<file path="src/rtl/gcs_pkg.sv">
package gcs_pkg;
    localparam int NUM_CH   = 2;
    localparam int CH_RIGHT = 0;
    localparam int CH_LEFT  = 1;

    typedef enum logic [1:0] {
        EV_NONE    = 2'd0,
        EV_NORMAL  = 2'd1,
        EV_INSTANT = 2'd2,
        EV_FORCE   = 2'd3
    } chan_ev_e;
endpackage

</file>
<file path="src/rtl/gcs_mute_track.sv">
module gcs_mute_track (
    input  logic clk,
    input  logic rst_n,
    input  logic mute_n,
    output logic muted,
    output logic mute_edge
);
    typedef struct packed {
        logic now;
        logic prev;
    } mt_state_t;

    mt_state_t st_d, st_q;

    always_comb begin
        st_d      = st_q;
        st_d.now  = ~mute_n;
        st_d.prev = st_q.now;
    end

    always_ff @(posedge clk or negedge rst_n) begin
        if (!rst_n) begin
            st_q <= '{now: 1'b1, prev: 1'b1};
        end else begin
            st_q <= st_d;
        end
    end

    assign muted     = st_q.now;
    assign mute_edge = st_q.now ^ st_q.prev;
endmodule

</file>
<file path="src/rtl/gcs_chan.sv">
module gcs_chan
    import gcs_pkg::*;
#(
    parameter int GAIN_W    = 8,
    parameter int TMO_TICKS = 22
) (
    input  logic              clk,
    input  logic              rst_n,
    input  chan_ev_e          ev,
    input  logic [GAIN_W-1:0] data,
    input  logic              zc,
    input  logic              tick,
    input  logic              muted,
    input  logic              mute_edge,
    output logic [GAIN_W-1:0] active,
    output logic              busy
);
    localparam int CW = (TMO_TICKS > 1) ? $clog2(TMO_TICKS) : 1;
    localparam logic [CW-1:0] LAST = CW'(TMO_TICKS - 1);

    typedef struct packed {
        logic [GAIN_W-1:0] stored;
        logic [GAIN_W-1:0] active;
        logic              busy;
        logic [CW-1:0]     cnt;
    } ch_state_t;

    ch_state_t st_d, st_q;
    logic [GAIN_W-1:0] target;
    logic              tmo_hit;

    always_comb begin
        st_d    = st_q;
        target  = muted ? '0 : st_q.stored;
        tmo_hit = tick && (st_q.cnt == LAST);
        unique case (ev)
            EV_FORCE: begin
                st_d.stored = data;
                st_d.active = data;
                st_d.busy   = 1'b0;
                st_d.cnt    = '0;
            end
            EV_INSTANT: begin
                st_d.stored = data;
                st_d.active = muted ? '0 : data;
                st_d.busy   = 1'b0;
                st_d.cnt    = '0;
            end
            EV_NORMAL: begin
                st_d.stored = data;
                st_d.busy   = 1'b1;
                st_d.cnt    = '0;
            end
            default: begin
                if (st_q.busy && (zc || tmo_hit)) begin
                    st_d.active = target;
                    st_d.busy   = 1'b0;
                    st_d.cnt    = '0;
                end else if (st_q.busy && tick) begin
                    st_d.cnt = st_q.cnt + CW'(1);
                end
                if (mute_edge && (st_d.busy || (target != st_d.active))) begin
                    st_d.busy = 1'b1;
                    st_d.cnt  = '0;
                end
            end
        endcase
    end

    always_ff @(posedge clk or negedge rst_n) begin
        if (!rst_n) begin
            st_q <= '0;
        end else begin
            st_q <= st_d;
        end
    end

    assign active = st_q.active;
    assign busy   = st_q.busy;
endmodule

</file>
<file path="src/rtl/gain_commit_seq.sv">
module gain_commit_seq
    import gcs_pkg::*;
#(
    parameter int GAIN_W    = 8,
    parameter int TMO_TICKS = 22
) (
    input  logic                       clk,
    input  logic                       rst_n,
    input  logic                       wr_en,
    input  logic                       wr_instant,
    input  logic [NUM_CH-1:0]          wr_sel,
    input  logic [GAIN_W-1:0]          wr_data,
    input  logic                       force_en,
    input  logic                       test_mode,
    input  logic                       mute_n,
    input  logic [NUM_CH-1:0]          zc_pulse,
    input  logic                       tick,
    output logic [NUM_CH*GAIN_W-1:0]   gain_out,
    output logic [NUM_CH-1:0]          busy
);
    logic muted;
    logic mute_edge;

    gcs_mute_track i_mute (
        .clk       (clk),
        .rst_n     (rst_n),
        .mute_n    (mute_n),
        .muted     (muted),
        .mute_edge (mute_edge)
    );

    for (genvar c = 0; c < NUM_CH; c++) begin : g_ch
        chan_ev_e          ev;
        logic [GAIN_W-1:0] act;

        always_comb begin
            if (test_mode && force_en) begin
                ev = EV_FORCE;
            end else if (!test_mode && wr_en && wr_sel[c]) begin
                ev = wr_instant ? EV_INSTANT : EV_NORMAL;
            end else begin
                ev = EV_NONE;
            end
        end

        gcs_chan #(
            .GAIN_W    (GAIN_W),
            .TMO_TICKS (TMO_TICKS)
        ) i_chan (
            .clk       (clk),
            .rst_n     (rst_n),
            .ev        (ev),
            .data      (wr_data),
            .zc        (zc_pulse[c]),
            .tick      (tick),
            .muted     (muted),
            .mute_edge (mute_edge),
            .active    (act),
            .busy      (busy[c])
        );

        assign gain_out[c*GAIN_W +: GAIN_W] = test_mode ? '0 : act;
    end
endmodule

</file>
<file path="config.mk">
export PLATFORM = sky130hd
export DESIGN_NAME = gain_commit_seq
export DESIGN_NICKNAME = d
export VERILOG_FILES = /design/src/rtl/gcs_pkg.sv /design/src/rtl/gcs_mute_track.sv /design/src/rtl/gcs_chan.sv /design/src/rtl/gain_commit_seq.sv
export SDC_FILE = /design/constraint.sdc
export NUM_CORES = 1
export LEC_CHECK = 0
export BUFFER_PORTS_ARGS = -buffer_cell sky130_fd_sc_hd__buf_4
export CAP_MARGIN = 20
export CORE_UTILIZATION = 55
export CTS_CLUSTER_DIAMETER = 30
export DETAILED_ROUTE_END_ITERATION = 6
export MAX_ROUTING_LAYER = met4
export PLACE_DENSITY = 0.77
export SYNTH_ARGS = -nofsm -noshare
export SYNTH_HDL_FRONTEND = slang
export SYNTH_SLANG_ARGS = --single-unit
export TNS_END_PERCENT = 30
</file>
<file path="constraint.sdc">
create_clock -name clk -period 3.2 [get_ports clk]
set_clock_uncertainty 0.2 [all_clocks]
set_input_delay 0.64 -clock clk [delete_from_list [all_inputs] [get_ports clk]]
set_output_delay 0.64 -clock clk [all_outputs]
set_load 0.02 [all_outputs]
</file>
==> results.ini <==
[status]
status = finished with violations
violations = design-rule violations

[power_and_ir_drop]
seqPwrFrac = 0.482
switchingPower_mw = 0.558
vdd_drop_max_v = 0.000292
power.leakage_nw = 1.35
total_power_mw = 1.60
power_frac_clock = 0.234
p_int_mw = 1.04
p_comb_frac = 0.284
swShare = 0.349
power_density_nw_per_um2 = 527

[sta]
max_slew_margin = 0.512
finalHoldViolCount = 0
fmax_mhz = 408
finalSetupViolCount = 0
slew_violations = 0
post-route-period-util = 0.765
grt_setup_unrepaired = false
period_minus_slack_ns = 2.45
finalSetupTns_ns = 0
tightest_slew_ns = 0.727

[floorplanning]
initial_utilization = 0.587
core_um2 = 4470
die_y_um = 71.1
design.portCount = 38
die_x_um = 71.1
rows = 24
die_area_um2 = 5050

[route]
wl_per_cell_um = 16.5
first_pass_iters = 6
drc = 2
wirelength_um = 6110
detail_route.iter0.violations = 181
final_antenna_net_count = 0
vias = 2208
routed_via_density = 5.98

[place]
dp_hpwl_um = 4320
gp_congestion = 0.866
port_buffers = 37

[yosys]
synth_ff_type = dfrtp_1
ys_async_sr_fraction = 1.00
yosys_warnings = 0
synth-edff-count = 0
syn_area_per_cell_um2 = 9.34
synth_nets = 305
synthCells = 281
yosysSeqAreaShare = 0.439
netlist_area_um2 = 2630
ys_ff_latch = 46
yosysUniqueCellTypes = 55

[clocking]
cts_buffers = 5
post_cts_resized = 0
h-tree-depth = 2
clock-sinks = 46
cts_hold_buf = 0
clock_latency_ns = 0.30
cts_tree = yes
clk_path_buf_depth = 2
cts-root-buf = clkbuf_8
cts_setup_buffers = 0
path_clk_slew_ns = 0.09

[setup_path]
worstPathMaxFanout = 20
cp.arrival_ns = 2.46
crit_family = simple AND/OR/NAND/NOR gates
crit_end = g_ch[0].i_chan.st_q[0]$_DFFE_PN0P_
worst-path-stages = 5
cpMaxStageDelayCell = dfstp_2
r2r_slack_ns = 0.75
timing.rr.start = i_mute.muted$_DFF_PN1_
r2r_cells = 5
startpoint = i_mute.muted$_DFF_PN1_
end_kind = flop
cp.required_ns = 3.21
worstPathCellList = or4b_1 > o21ai_0 > nand4_1 > a311o_1 > nor3_1
critPathLaunchType = flop
path_class = reg -> reg
crit_buf_inv = 0
r2r_end = g_ch[0].i_chan.st_q[0]$_DFFE_PN0P_
max_stage_delay_ns = 0.80

[grt]
grt.met2_usage = 0.417
busiest_layer = met2
grt_pass1_wl_um = 10400
grt_max_degree = 47
grtUsageTotal = 0.276
grt_pass1_vias = 2111
antenna_found_initial = 0
grt-ovfl-total = 0
met3_usage = 0.0413
grt_use_met1 = 0.385

[flow_run]
cap_violations = 0

[layout]
fin_nets = 340
area_growth_pct = 15.7
antennaDiodeCount = 0
postLayoutCoreUtil = 0.679
final_common_cell = dfrtp_1
layout-drive-gt1-share = 0.189
layout_common_cells = dfrtp_1 (44), buf_4 (40), nor2b_1 (22)

[min_path]
hp-class = in -> async

state kept, by name (all words and copies together), names as in the netlist:
name / count
g_ch.i_chan.busy: 2
g_ch.i_chan.active: 16
i_mute.st_q: 1
i_mute.muted: 1
g_ch.i_chan.st_q: 26
layout make-up:
cell class / instances / area, µm²
clock buffer: 6 / 82.6
clock inverter: 2 / 12.5
fill: 364 / 1440
inverter: 20 / 77.6
multi-input combinational: 203 / 1350
sequential: 46 / 1150
tap: 52 / 65.1
timing repair buffer: 40 / 300
worst register-to-register path: cells and delay by family, from the launching register on:
family	cells	cell delay [ns]
AO/OA/AOI/OAI	2	0.55
flip-flops	1	0.80
AND/OR/NAND/NOR	3	0.82
worst min path at each step:
stage,start,to,depth (start not counted),slack (ns)
finish,rst_n,g_ch[1].i_chan.st_q[3]$_DFFE_PN0P_,1,0.13
global route,rst_n,g_ch[1].i_chan.st_q[3]$_DFFE_PN0P_,1,0.17
CTS,rst_n,g_ch[1].i_chan.st_q[3]$_DFFE_PN0P_,1,0.15
detailed placement,g_ch[0].i_chan.st_q[19]$_DFFE_PN0N_,g_ch[0].i_chan.st_q[19]$_DFFE_PN0N_,1,0.29
global placement,g_ch[0].i_chan.st_q[19]$_DFFE_PN0N_,g_ch[0].i_chan.st_q[19]$_DFFE_PN0N_,1,0.28
floorplan,rst_n,g_ch[0].i_chan.active[0]$_DFFE_PN0N_,0,0.14
logic make-up after synthesis:
kind of cell / Yosys count / share of synthesized area
flops: 46 / 0.439
mux: 14 / 0.0558
simple gates: 96 / 0.194
xor+xnor: 13 / 0.0434
fa+ha+maj: 4 / 0.0191
buf+inv: 32 / 0.0500
compound gates: 76 / 0.199
synth_stat cells (3+ instances only):
| cell | n | share of area |
|---|---|---|
| nand3_1 | 9 | 0.017 |
| ha_1 | 4 | 0.019 |
| mux2i_1 | 9 | 0.034 |
| a21oi_1 | 7 | 0.013 |
| a221o_1 | 3 | 0.011 |
| nor2_1 | 19 | 0.027 |
| inv_1 | 18 | 0.026 |
| dfrtp_1 | 44 | 0.42 |
| nor4_1 | 3 | 0.0072 |
| a31oi_1 | 3 | 0.0072 |
| o21ai_1 | 16 | 0.031 |
| mux2_1 | 3 | 0.013 |
| xnor2_1 | 6 | 0.020 |
| nand2b_1 | 3 | 0.0072 |
| xor2_1 | 7 | 0.023 |
| nand2_1 | 21 | 0.030 |
| nor3_1 | 7 | 0.013 |
| a22oi_1 | 13 | 0.037 |
| o22ai_1 | 4 | 0.0095 |
| o21ai_0 | 12 | 0.023 |
| clkbuf_1 | 8 | 0.011 |
| nor2b_1 | 22 | 0.052 |
stage by stage:
step / instances / worst slack, ns / area (µm²) / hold WS, ns
floorplan: 281 / 0.891 / 2630 / 0.144
global placement: 361 / 0.838 / 2940 / 0.283
detailed placement: 361 / 0.787 / 2940 / 0.287
CTS: 369 / 0.750 / 3040 / 0.153
global route: 369 / 0.551 / 3040 / 0.174
finish: 369 / 0.752 / 3040 / 0.128
power by group through the flow:
stage                     sequential (mW)  clock [mW]  combinational [mW]
after floorplan                     0.736           0               0.335
after global placement              0.778           0               0.445
after detailed placement            0.779           0               0.451
after CTS                           0.769       0.379               0.454
after global routing                0.788       0.401               0.499
final                               0.772       0.374               0.454
routing by layer:
layer  vias to the layer above  wire length, µm
met5                         -                0
met3                        13              312
met2                        71             2850
met4                         0              123
li1                       1077                -
met1                      1047             2820
Power figures use the tool's default switching activity.
